## config.mk

```make
export PLATFORM = sky130hd
export DESIGN_NAME = host_serial_port
export DESIGN_NICKNAME = d
export VERILOG_FILES = /design/src/rtl/hsp_pkg.sv /design/src/rtl/hsp_rx.sv /design/src/rtl/hsp_tx.sv /design/src/rtl/hsp_fifo.sv /design/src/rtl/hsp_cts.sv /design/src/rtl/host_serial_port.sv
export SDC_FILE = /design/constraint.sdc
export NUM_CORES = 1
export LEC_CHECK = 0
export CAP_MARGIN = 30
export CORE_ASPECT_RATIO = 1.1
export CORE_UTILIZATION = 40
export CTS_CLUSTER_SIZE = 12
export DETAILED_ROUTE_END_ITERATION = 10
export DONT_BUFFER_PORTS = 1
export GPL_ROUTABILITY_DRIVEN = 0
export GPL_TIMING_DRIVEN = 0
export PLACE_DENSITY_LB_ADDON = 0.05
export SKIP_LAST_GASP = 1
export SYNTH_ARGS = -nofsm -noshare
export SYNTH_HDL_FRONTEND = slang
export SYNTH_SLANG_ARGS = --single-unit
export TNS_END_PERCENT = 1
```

## constraint.sdc

```tcl
create_clock -name clk -period 6.6 [get_ports clk]
set_clock_uncertainty 0.05 [all_clocks]
set_input_delay 0.33 -clock clk [delete_from_list [all_inputs] [get_ports clk]]
set_output_delay 0.33 -clock clk [all_outputs]
set_load 0.02 [all_outputs]
```

## src/rtl/hsp_pkg.sv

```systemverilog
package hsp_pkg;

    localparam int unsigned RATE_CODES = 8;
    localparam int unsigned OVERSAMPLE = 16;

    // bit rate for each 3-bit code
    function automatic int unsigned bps_of(int sel);
        case (sel)
            0:       return 300;
            1:       return 1200;
            2:       return 2400;
            3:       return 9600;
            4:       return 19200;
            5:       return 38400;
            6:       return 115200;
            default: return 230400;
        endcase
    endfunction

    // master-clock cycles per oversample tick, never below one
    function automatic int unsigned os_div(int unsigned clk_hz, int sel);
        int unsigned d;
        d = clk_hz / (OVERSAMPLE * bps_of(sel));
        if (d == 0) d = 1;
        return d;
    endfunction

    typedef enum logic [1:0] {
        RX_IDLE  = 2'd0,
        RX_START = 2'd1,
        RX_DATA  = 2'd2,
        RX_STOP  = 2'd3
    } rx_state_e;

endpackage

```

## src/rtl/hsp_rx.sv

```systemverilog
module hsp_rx #(
    parameter int unsigned DIV_W = 8
) (
    input  logic             clk,
    input  logic             rst_n,
    input  logic             rx_line,
    input  logic [DIV_W-1:0] div_max,
    output logic             start_det,
    output logic             busy,
    output logic             push,
    output logic [7:0]       push_data,
    output logic             frame_err
);
    import hsp_pkg::*;

    typedef struct packed {
        logic             s1;
        logic             s2;
        rx_state_e        st;
        logic [DIV_W-1:0] sub;
        logic [4:0]       tk;
        logic [2:0]       bitn;
        logic [7:0]       sh;
        logic             push;
        logic             ferr;
    } rx_reg_t;

    rx_reg_t q, d;
    logic tick, sample;

    always_comb begin
        d      = q;
        d.s1   = rx_line;
        d.s2   = q.s1;
        d.push = 1'b0;
        d.ferr = 1'b0;
        tick   = 1'b0;
        if (q.st != RX_IDLE) begin
            if (q.sub == div_max) begin
                d.sub = '0;
                tick  = 1'b1;
            end else begin
                d.sub = q.sub + 1'b1;
            end
        end
        sample = tick && (q.tk == 5'd1);
        if (tick && !sample) d.tk = q.tk - 1'b1;
        case (q.st)
            RX_IDLE: begin
                if (!q.s2) begin
                    d.st  = RX_START;
                    d.sub = '0;
                    d.tk  = 5'd8;   // half a bit to the confirm point
                end
            end
            RX_START: begin
                if (sample) begin
                    if (!q.s2) begin
                        d.st   = RX_DATA;
                        d.tk   = 5'd16;
                        d.bitn = '0;
                    end else begin
                        d.st = RX_IDLE;  // glitch, not a start bit
                    end
                end
            end
            RX_DATA: begin
                if (sample) begin
                    d.sh = {q.s2, q.sh[7:1]};
                    d.tk = 5'd16;
                    if (q.bitn == 3'd7) d.st = RX_STOP;
                    else                d.bitn = q.bitn + 1'b1;
                end
            end
            RX_STOP: begin
                if (sample) begin
                    d.st   = RX_IDLE;   // search resumes from mid-stop
                    d.push = q.s2;
                    d.ferr = !q.s2;
                end
            end
            default: d.st = RX_IDLE;
        endcase
    end

    always_ff @(posedge clk or negedge rst_n) begin
        if (!rst_n) begin
            q    <= '0;
            q.s1 <= 1'b1;
            q.s2 <= 1'b1;
        end else begin
            q <= d;
        end
    end

    assign start_det = (q.st == RX_IDLE) && !q.s2;
    // a pending write still counts as activity for the pacing logic
    assign busy      = (q.st != RX_IDLE) || q.push;
    assign push      = q.push;
    assign push_data = q.sh;
    assign frame_err = q.ferr;

endmodule

```

## src/rtl/hsp_tx.sv

```systemverilog
module hsp_tx #(
    parameter int unsigned DIV_W = 8
) (
    input  logic             clk,
    input  logic             rst_n,
    input  logic [DIV_W-1:0] div_max,
    input  logic             nine_bit_en,
    input  logic             event_flag,
    input  logic             tx_valid,
    input  logic [7:0]       tx_data,
    output logic             tx_ready,
    output logic             tx_line
);
    typedef struct packed {
        logic             busy;
        logic [DIV_W-1:0] sub;
        logic [3:0]       tk;
        logic [3:0]       cnt;
        logic [10:0]      sh;
    } tx_reg_t;

    tx_reg_t q, d;
    logic accept;

    always_comb begin
        d      = q;
        accept = !q.busy && tx_valid;
        if (accept) begin
            d.busy = 1'b1;
            d.sub  = '0;
            d.tk   = '0;
            if (nine_bit_en) begin
                d.cnt = 4'd11;
                d.sh  = {1'b1, event_flag, tx_data, 1'b0};
            end else begin
                d.cnt = 4'd10;
                d.sh  = {2'b11, tx_data, 1'b0};
            end
        end else if (q.busy) begin
            if (q.sub == div_max) begin
                d.sub = '0;
                if (q.tk == 4'd15) begin
                    d.tk  = '0;
                    d.sh  = {1'b1, q.sh[10:1]};
                    d.cnt = q.cnt - 1'b1;
                    if (q.cnt == 4'd1) d.busy = 1'b0;
                end else begin
                    d.tk = q.tk + 1'b1;
                end
            end else begin
                d.sub = q.sub + 1'b1;
            end
        end
    end

    always_ff @(posedge clk or negedge rst_n) begin
        if (!rst_n) q <= '0;
        else        q <= d;
    end

    assign tx_ready = !q.busy;
    assign tx_line  = q.busy ? q.sh[0] : 1'b1;

endmodule

```

## src/rtl/hsp_fifo.sv

```systemverilog
module hsp_fifo #(
    parameter int unsigned DEPTH = 16,   // power of two
    parameter int unsigned W     = 8
) (
    input  logic                         clk,
    input  logic                         rst_n,
    input  logic                         push,
    input  logic [W-1:0]                 wdata,
    input  logic                         rd_en,
    output logic [W-1:0]                 rdata,
    output logic                         empty,
    output logic                         full,
    output logic                         ovf,
    output logic [$clog2(DEPTH+1)-1:0]   count
);
    localparam int unsigned AW = $clog2(DEPTH);
    localparam int unsigned CW = $clog2(DEPTH + 1);

    typedef struct packed {
        logic [DEPTH-1:0][W-1:0] mem;
        logic [AW-1:0]           wp;
        logic [AW-1:0]           rp;
        logic [CW-1:0]           cnt;
    } fifo_reg_t;

    fifo_reg_t q, d;
    logic do_pop, do_push;

    always_comb begin
        d       = q;
        do_pop  = rd_en && (q.cnt != '0);
        do_push = push && ((q.cnt != CW'(DEPTH)) || do_pop);
        ovf     = push && !do_push;
        if (do_push) begin
            d.mem[q.wp] = wdata;
            d.wp        = q.wp + 1'b1;
        end
        if (do_pop) d.rp = q.rp + 1'b1;
        case ({do_push, do_pop})
            2'b10:   d.cnt = q.cnt + 1'b1;
            2'b01:   d.cnt = q.cnt - 1'b1;
            default: d.cnt = q.cnt;
        endcase
    end

    always_ff @(posedge clk or negedge rst_n) begin
        if (!rst_n) q <= '0;
        else        q <= d;
    end

    assign rdata = q.mem[q.rp];
    assign empty = (q.cnt == '0);
    assign full  = (q.cnt == CW'(DEPTH));
    assign count = q.cnt;

endmodule

```

## src/rtl/hsp_cts.sv

```systemverilog
module hsp_cts #(
    parameter int unsigned CW = 5
) (
    input  logic          clk,
    input  logic          rst_n,
    input  logic          mode,
    input  logic          start_det,
    input  logic          rx_busy,
    input  logic [CW-1:0] count,
    input  logic [CW-1:0] hi_mark,
    input  logic [CW-1:0] lo_mark,
    output logic          cts
);
    typedef struct packed {
        logic hold;   // character pacing: waiting for drain
        logic neg;    // watermark pacing: above high mark
    } cts_reg_t;

    cts_reg_t q, d;

    always_comb begin
        d = q;
        if (start_det)                         d.hold = 1'b1;
        else if ((count == '0) && !rx_busy)    d.hold = 1'b0;
        if (count >= hi_mark)                  d.neg = 1'b1;
        else if (count < lo_mark)              d.neg = 1'b0;
    end

    always_ff @(posedge clk or negedge rst_n) begin
        if (!rst_n) q <= '0;
        else        q <= d;
    end

    assign cts = mode ? !q.neg : !q.hold;

endmodule

```

## src/rtl/host_serial_port.sv

```systemverilog
module host_serial_port #(
    parameter int unsigned CLK_HZ = 36_864_000,
    parameter int unsigned DEPTH  = 16,
    localparam int unsigned CW    = $clog2(DEPTH + 1)
) (
    input  logic          clk,
    input  logic          rst_n,
    input  logic [2:0]    rate_sel,
    input  logic          nine_bit_en,
    input  logic          event_flag,
    input  logic          cts_mode,
    input  logic [CW-1:0] hi_mark,
    input  logic [CW-1:0] lo_mark,
    input  logic          rx_line,
    output logic          tx_line,
    input  logic          tx_valid,
    input  logic [7:0]    tx_data,
    output logic          tx_ready,
    input  logic          rd_en,
    output logic [7:0]    rd_data,
    output logic          fifo_empty,
    output logic          fifo_full,
    output logic          overflow,
    output logic          frame_err,
    output logic          cts
);
    localparam int unsigned DIV_W = $clog2(hsp_pkg::os_div(CLK_HZ, 0) + 1);

    logic [DIV_W-1:0] div_tab [hsp_pkg::RATE_CODES];
    logic [DIV_W-1:0] div_max;

    for (genvar g = 0; g < int'(hsp_pkg::RATE_CODES); g++) begin : g_rate
        localparam int unsigned DV = hsp_pkg::os_div(CLK_HZ, g);
        assign div_tab[g] = DIV_W'(DV - 1);
    end
    assign div_max = div_tab[rate_sel];

    logic          start_det, rx_busy, rx_push;
    logic [7:0]    rx_byte;
    logic [CW-1:0] fill;

    hsp_rx #(.DIV_W(DIV_W)) u_rx (
        .clk       (clk),
        .rst_n     (rst_n),
        .rx_line   (rx_line),
        .div_max   (div_max),
        .start_det (start_det),
        .busy      (rx_busy),
        .push      (rx_push),
        .push_data (rx_byte),
        .frame_err (frame_err)
    );

    hsp_fifo #(.DEPTH(DEPTH), .W(8)) u_fifo (
        .clk   (clk),
        .rst_n (rst_n),
        .push  (rx_push),
        .wdata (rx_byte),
        .rd_en (rd_en),
        .rdata (rd_data),
        .empty (fifo_empty),
        .full  (fifo_full),
        .ovf   (overflow),
        .count (fill)
    );

    hsp_cts #(.CW(CW)) u_cts (
        .clk       (clk),
        .rst_n     (rst_n),
        .mode      (cts_mode),
        .start_det (start_det),
        .rx_busy   (rx_busy),
        .count     (fill),
        .hi_mark   (hi_mark),
        .lo_mark   (lo_mark),
        .cts       (cts)
    );

    hsp_tx #(.DIV_W(DIV_W)) u_tx (
        .clk         (clk),
        .rst_n       (rst_n),
        .div_max     (div_max),
        .nine_bit_en (nine_bit_en),
        .event_flag  (event_flag),
        .tx_valid    (tx_valid),
        .tx_data     (tx_data),
        .tx_ready    (tx_ready),
        .tx_line     (tx_line)
    );

endmodule

```

# ---- After elaboration in Yosys (flattened, before gate mapping)
# Memory sizes are Yosys's and may differ from the RTL's.
# Cells that the tools add are included.
dict set report classes {
  magnitude_cmp 6
  bitwise 1
  reduce_logical 34
  mux 45
  add_sub_neg 10
  n_eq_ne 20
}
# cell n
set op_table {}
lappend op_table {{128-bit bitwise mux} 1}
lappend op_table {{13-bit two-way mux} 6}
lappend op_table {{33-bit two-way mux} 2}
lappend op_table {{8-bit binary-select mux with 4-bit select} 1}
lappend op_table {{8-bit demux with 4-bit select} 1}
lappend op_table {{8-bit two-way mux} 4}
lappend op_table {{13-bit by 1-bit adder with 13-bit output (second input constant)} 2}
lappend op_table {{13-bit == test} 2}
lappend op_table {{20-bit two-way mux} 1}
lappend op_table {{19-bit two-way mux} 1}
lappend op_table {{16-bit two-way mux} 1}
lappend op_table {{2-bit nonzero test} 8}
lappend op_table {{15-bit two-way mux} 1}
lappend op_table {{5-bit one-hot mux with 3 select lines} 1}
lappend op_table {{2-bit two-way mux} 7}
lappend op_table {{4-bit by 1-bit adder with 4-bit output (second input constant)} 3}
lappend op_table {{12-bit two-way mux} 1}
lappend op_table {{1-bit two-way mux} 11}
lappend op_table {{4-bit by 5-bit < comparator with 1-bit output (second input constant)} 2}
lappend op_table {{5-bit one-hot mux with 2 select lines} 1}
lappend op_table {{5-bit AND reduction} 2}
lappend op_table {{5-bit by 1-bit subtractor with 5-bit output (second input constant)} 2}
lappend op_table {{1-bit logical AND} 9}
lappend op_table {{2-bit by 1-bit inequality test with 1-bit output (second input constant)} 4}
lappend op_table {{other kinds (29)} 42}
dict set report word_totals {
  mem_bits_ro 104
  n_memories 1
  inputBits 29
  register_bits 211
  out_inout_bits 15
  word_cells 152
}
# name words word_bits read_ports rd_clocked_by_memory_dff wr line_no
set mem_list {}
lappend mem_list {{(name not given)} 8 13 1 0 0 host_serial_port.sv:36} ;# assign div_max = div_tab[rate_sel];

# ---- Logic depth before layout (Yosys ltp)
dict set report logic_depth {
  depth_word 14
  depth_mapped 14
}

# ---- Modules after synthesis
# A second synthesis with hierarchy kept.
dict set report unflattened {
  cells_unflattened 880
  hier_area_um2 11197.0
}
# mod n_inst seq_area_each_um2 area_each_um2 cells_per_inst
set by_module_without_submodules {}
lappend by_module_without_submodules {hsp_fifo 1 3528.4 6940.4 440}
lappend by_module_without_submodules {hsp_tx 1 825.8 1916.8 203}
lappend by_module_without_submodules {hsp_rx 1 878.3 1899.3 183}
lappend by_module_without_submodules {hsp_cts 1 50.0 319.1 36}
lappend by_module_without_submodules {host_serial_port 1 0.0 121.4 18}

# ---- Least setup slack after synthesis
# Ideal clock, no wire load.
dict set report synth_timing {
  path_type {reg2reg}
  start {register u_fifo.q (netlist bit u_fifo.count[1])}
  end {register u_fifo.q (netlist bit u_fifo.count[4])}
  period_less_slack_ns 2.790
  arrival_ns 2.614
  required_ns 6.425
  path_slack_ns 3.810
  stages_incl_launch_ff 12
  n_path_buf 1
  path_cell_list {dfrtp_1 -> nor4_1 -> nor2b_1 -> nor2b_1 -> clkbuf_1 -> ha_1 -> ha_1 -> a21o_1 -> a21oi_1 -> xnor2_1 -> nor2_1 -> xor2_1}
}
dict set report synth_via {
  elab_chain_cells 6
  word_cells_on_any_way 11
}
# element line_no
set synth_lines {}
lappend synth_lines {{start, declared} hsp_fifo.sv:26} ;# fifo_reg_t q, d;
lappend synth_lines {{start signal, assigned} hsp_fifo.sv:47} ;# if (!rst_n) q <= '0;
lappend synth_lines {{start signal, assigned} hsp_fifo.sv:48} ;# else q <= d;
lappend synth_lines {{5-bit nonzero test *} hsp_fifo.sv:31} ;# do_pop = rd_en && (q.cnt != '0);
lappend synth_lines {{1-bit logical AND *} hsp_fifo.sv:31}
lappend synth_lines {{via u_fifo.do_pop} hsp_fifo.sv:27} ;# logic do_pop, do_push;
lappend synth_lines {{1-bit logical OR} hsp_fifo.sv:32} ;# do_push = push && ((q.cnt != CW'(DEPTH)) || do_pop);
lappend synth_lines {{1-bit logical AND} hsp_fifo.sv:32}
lappend synth_lines {{2-bit by 1-bit == test with 1-bit output or 2-bit == test (tied branches)} hsp_fifo.sv:39} ;# case ({do_push, do_pop})
lappend synth_lines {{5-bit one-hot mux with 2 select lines or 2-bit nonzero test (tied branches)} --}
# The timed path passes the listed nets; every way through them passes the cells marked *.
# A chain may end at the register's enable or synchronous reset.

# ---- Worst setup path after layout
dict set report layout_timing {
  start {register u_fifo.q[5] (netlist name)}
  end {output rd_data[2]}
}
dict set report layout_via {
  elab_chain_cells 2
}
# element line_no
set layout_lines {}
lappend layout_lines {{8-bit binary-select mux with 4-bit select} hsp_fifo.sv:51} ;# assign rdata = q.mem[q.rp];
lappend layout_lines {{8-bit two-way mux (not written as such)} hsp_fifo.sv:51}
lappend layout_lines {{end, declared} host_serial_port.sv:20} ;# output logic [7:0] rd_data,
# No other way between the ends. The select of a mux whose other input is x is not followed.

==> out/summary.txt <==
Starting DRT DRC Count = 306
Post-CTS Setup Bufs = 0
IO Port Bufs = 0
Unrepaired setup endpoints after global routing = false
DRT Wirelength = 23700 microns
DR WL/cell = 18.5 microns
Inst Count DP = 1222
Die Ht = 175 microns
Setup violations, final = 0
Yosys reg bits = 211
Vias in the first global route = 7206
FP Rows = 63
Status = finished, final reports clean
Post-synth net total = 929
Post-synth top cells = dfrtp_1, mux2_2, nor2_1, nand2_1, mux4_2
Sink Count = 211
CTS Buffer Depth = 3
Synth Flop Type = dfrtp_1
Clk pwr share = 34.8%
Slew Limit Fails = 0
Comb power frac = 24.0%
Nets = 967
Vias per cell = 5.33
Worst reg2reg path depth = 13
Worst hold slack = 36.0 ps
Crit path DAT = 2940 ps
Via count = 6802
Min Tclk post-route = 3320 ps
First drt pass iteration count = 4
Core region area = 26900 sq um
Pin count of the biggest net entering global routing = 212
P per Cell Area = 300 nW/um^2
Worst hold path class = in -> reg
Relative slew slack = 26.7%
Count leader, synth = dfrtp_1
Clock Latency Late Sink = 520 ps
DP Area = 11300 sq um
Yosys top cell by area = dfrtp_1
Final Non-Filler Cells = 1277
Setup crit end kind = output port
P&R area growth vs syn = 12.4%
DP Worst Slack = 3350 ps
Boundary pin count = 44
EDFF count, synth = 0
CP Max Fanout = 10
Grt total ovfl = 0
Clock slew at reported path FFs = 60 ps
Power Internal = 0.00253 W
CP Launch Type = flip-flop
Sequential area share after synthesis = 48.5%
Layout cells sized above 1 = 27.9%
Worst VDD drop = 147 uV
Detailed placement HPWL = 16200 microns
WP data required = 6220 ps
Gates resized, CTS repair = 0
Async SR Flop Fraction = 100%
YS warnings = 0
DRC violations left = 0
Endpoints failing hold = 0
Cell area after layout = 12300 sq um
Hold_buf cts = 12
ANT nets after route = 0
Die area = 27900 sq um
Leak Pwr = 5.81 nW
Synth Instances = 865
CTS Buf Count = 24
Sequential share of power = 41.3%
CP Class = reg -> out
H-tree depth = 1
Hold depth = 2
Switching portion of total power = 31.3%
Fin crit share = 50.3%
Max Cap Viol = 0
Synth area leaders = dfrtp_1, mux2_2, mux4_2
CTS tree = built
Starting Density = 40.6%
Die width = 159 microns
Root Buffer = clkbuf_16
Fmax = 301 MHz
Gr usage total = 17.6%
Syn Area/Cell = 12.6 sq um
Mapped Area = 10900 sq um
Setup TNS = 0 ps
First-pass GRT wire length = 39400 microns
Unique masters post-synth = 81
Antenna violations before repair = 0
Top cell type's share of synthesized area = 48.0%
ANT cells = 0
Worst Tran Pin Value = 1100 ps
Switching pwr = 0.00115 W
Worst Slack Setup Final = 3280 ps
==> registers in the layout, indices dropped and copies added (netlist names), named ones only <==
register / flops
u_rx.q: 23
u_cts.q: 2
u_tx.q: 33
u_rx.push: 1
u_fifo.count: 5
u_rx.frame_err: 1
u_fifo.q: 136
u_rx.d: 1
u_rx.push_data: 8
==> kinds of logic (layout without fill, tap and decap cells) <==
group / after synthesis / in the layout / share of synthesized area (%)
compound gates: 117 / 117 / 7.48
fa+ha+maj: 35 / 35 / 4.09
buf+inv: 75 / 130 / 3.06
mux: 181 / 181 / 23.1
xor+xnor: 31 / 31 / 2.49
flops: 211 / 211 / 48.5
simple gates: 215 / 215 / 11.4
==> power by group through the flow <==
stage,clock (W),combinational (W),sequential [W]
2_1_floorplan,0,0.000672,0.00150
3_3_place_gp,0,0.000831,0.00153
3_5_place_dp,0,0.000856,0.00154
4_1_cts,0.00132,0.000898,0.00152
5_1_grt,0.00138,0.000989,0.00154
6_report,0.00128,0.000882,0.00152
==> critical path: stages (launching register included) <==
cell and delay, ps:
dfrtp_1 350, clkbuf_1 420, buf_2 500, mux4_2 590
mux4_2 570
==> area by class of cell <==
cell class | count | area (sq um)
Inverter | 34 | 128
Sequential cell | 211 | 5280
Buffer | 41 | 206
Timing Repair Buffer | 12 | 138
Fill cell | 2469 | 14600
Tap cell | 357 | 447
Multi-Input combinational cell | 579 | 5290
Clock inverter | 4 | 31.3
Clock buffer | 39 | 737
==> cells in the final DEF (no fill, tap or decap), types with 9 or more instances in the layout <==
cell type,instances
a31oi_1,9
mux4_2,40
nand3_1,11
o21ai_0,28
ha_1,34
clkbuf_16,24
dfrtp_1,209
nand2_1,43
nor2b_1,10
a21oi_1,17
nor2_1,62
and3_1,13
clkbuf_1,26
o22ai_1,9
xnor2_1,16
a21o_1,15
mux2_2,129
xor2_1,15
dlygate4sd3_1,11
inv_1,34
buf_1,9
==> metal layers <==
| metal | global-route usage (%) | vias to the layer above | wire (microns) |
|---|---|---|---|
| li1 | - | 3223 | - |
| met1 | 23.9 | 3461 | 10900 |
| met2 | 29.5 | 85 | 11500 |
| met3 | 2.42 | 33 | 800 |
| met4 | 4.77 | 0 | 476 |
| met5 | 0 | - | 0 |
==> metrics by stage <==
| stage | util, % | total power, W |
|---|---|---|
| 6_report | 45.6 | 0.00368 |
| 5_1_grt | 45.6 | 0.00391 |
| 4_1_cts | 45.6 | 0.00374 |
| 3_5_place_dp | 42.2 | 0.00240 |
| 3_3_place_gp | 42.2 | 0.00237 |
| 2_1_floorplan | - | 0.00218 |
==> path summary, 6_finish.rpt <==
check	from	end	slack, ps
setup reg to reg	u_fifo.count[1]	u_fifo.count[4]	3350
hold reg to reg	u_rx.d[33]	u_rx.q[33]	310
hold / removal	event_flag	u_tx.q[9]	40
min in group asynchronous	rst_n	u_rx.q[12]	560
max in group asynchronous	rst_n	u_fifo.q[109]	5090
setup / recovery	u_fifo.q[5]	rd_data[2]	3280
No activity file was read; power rests on OpenSTA's default activity.
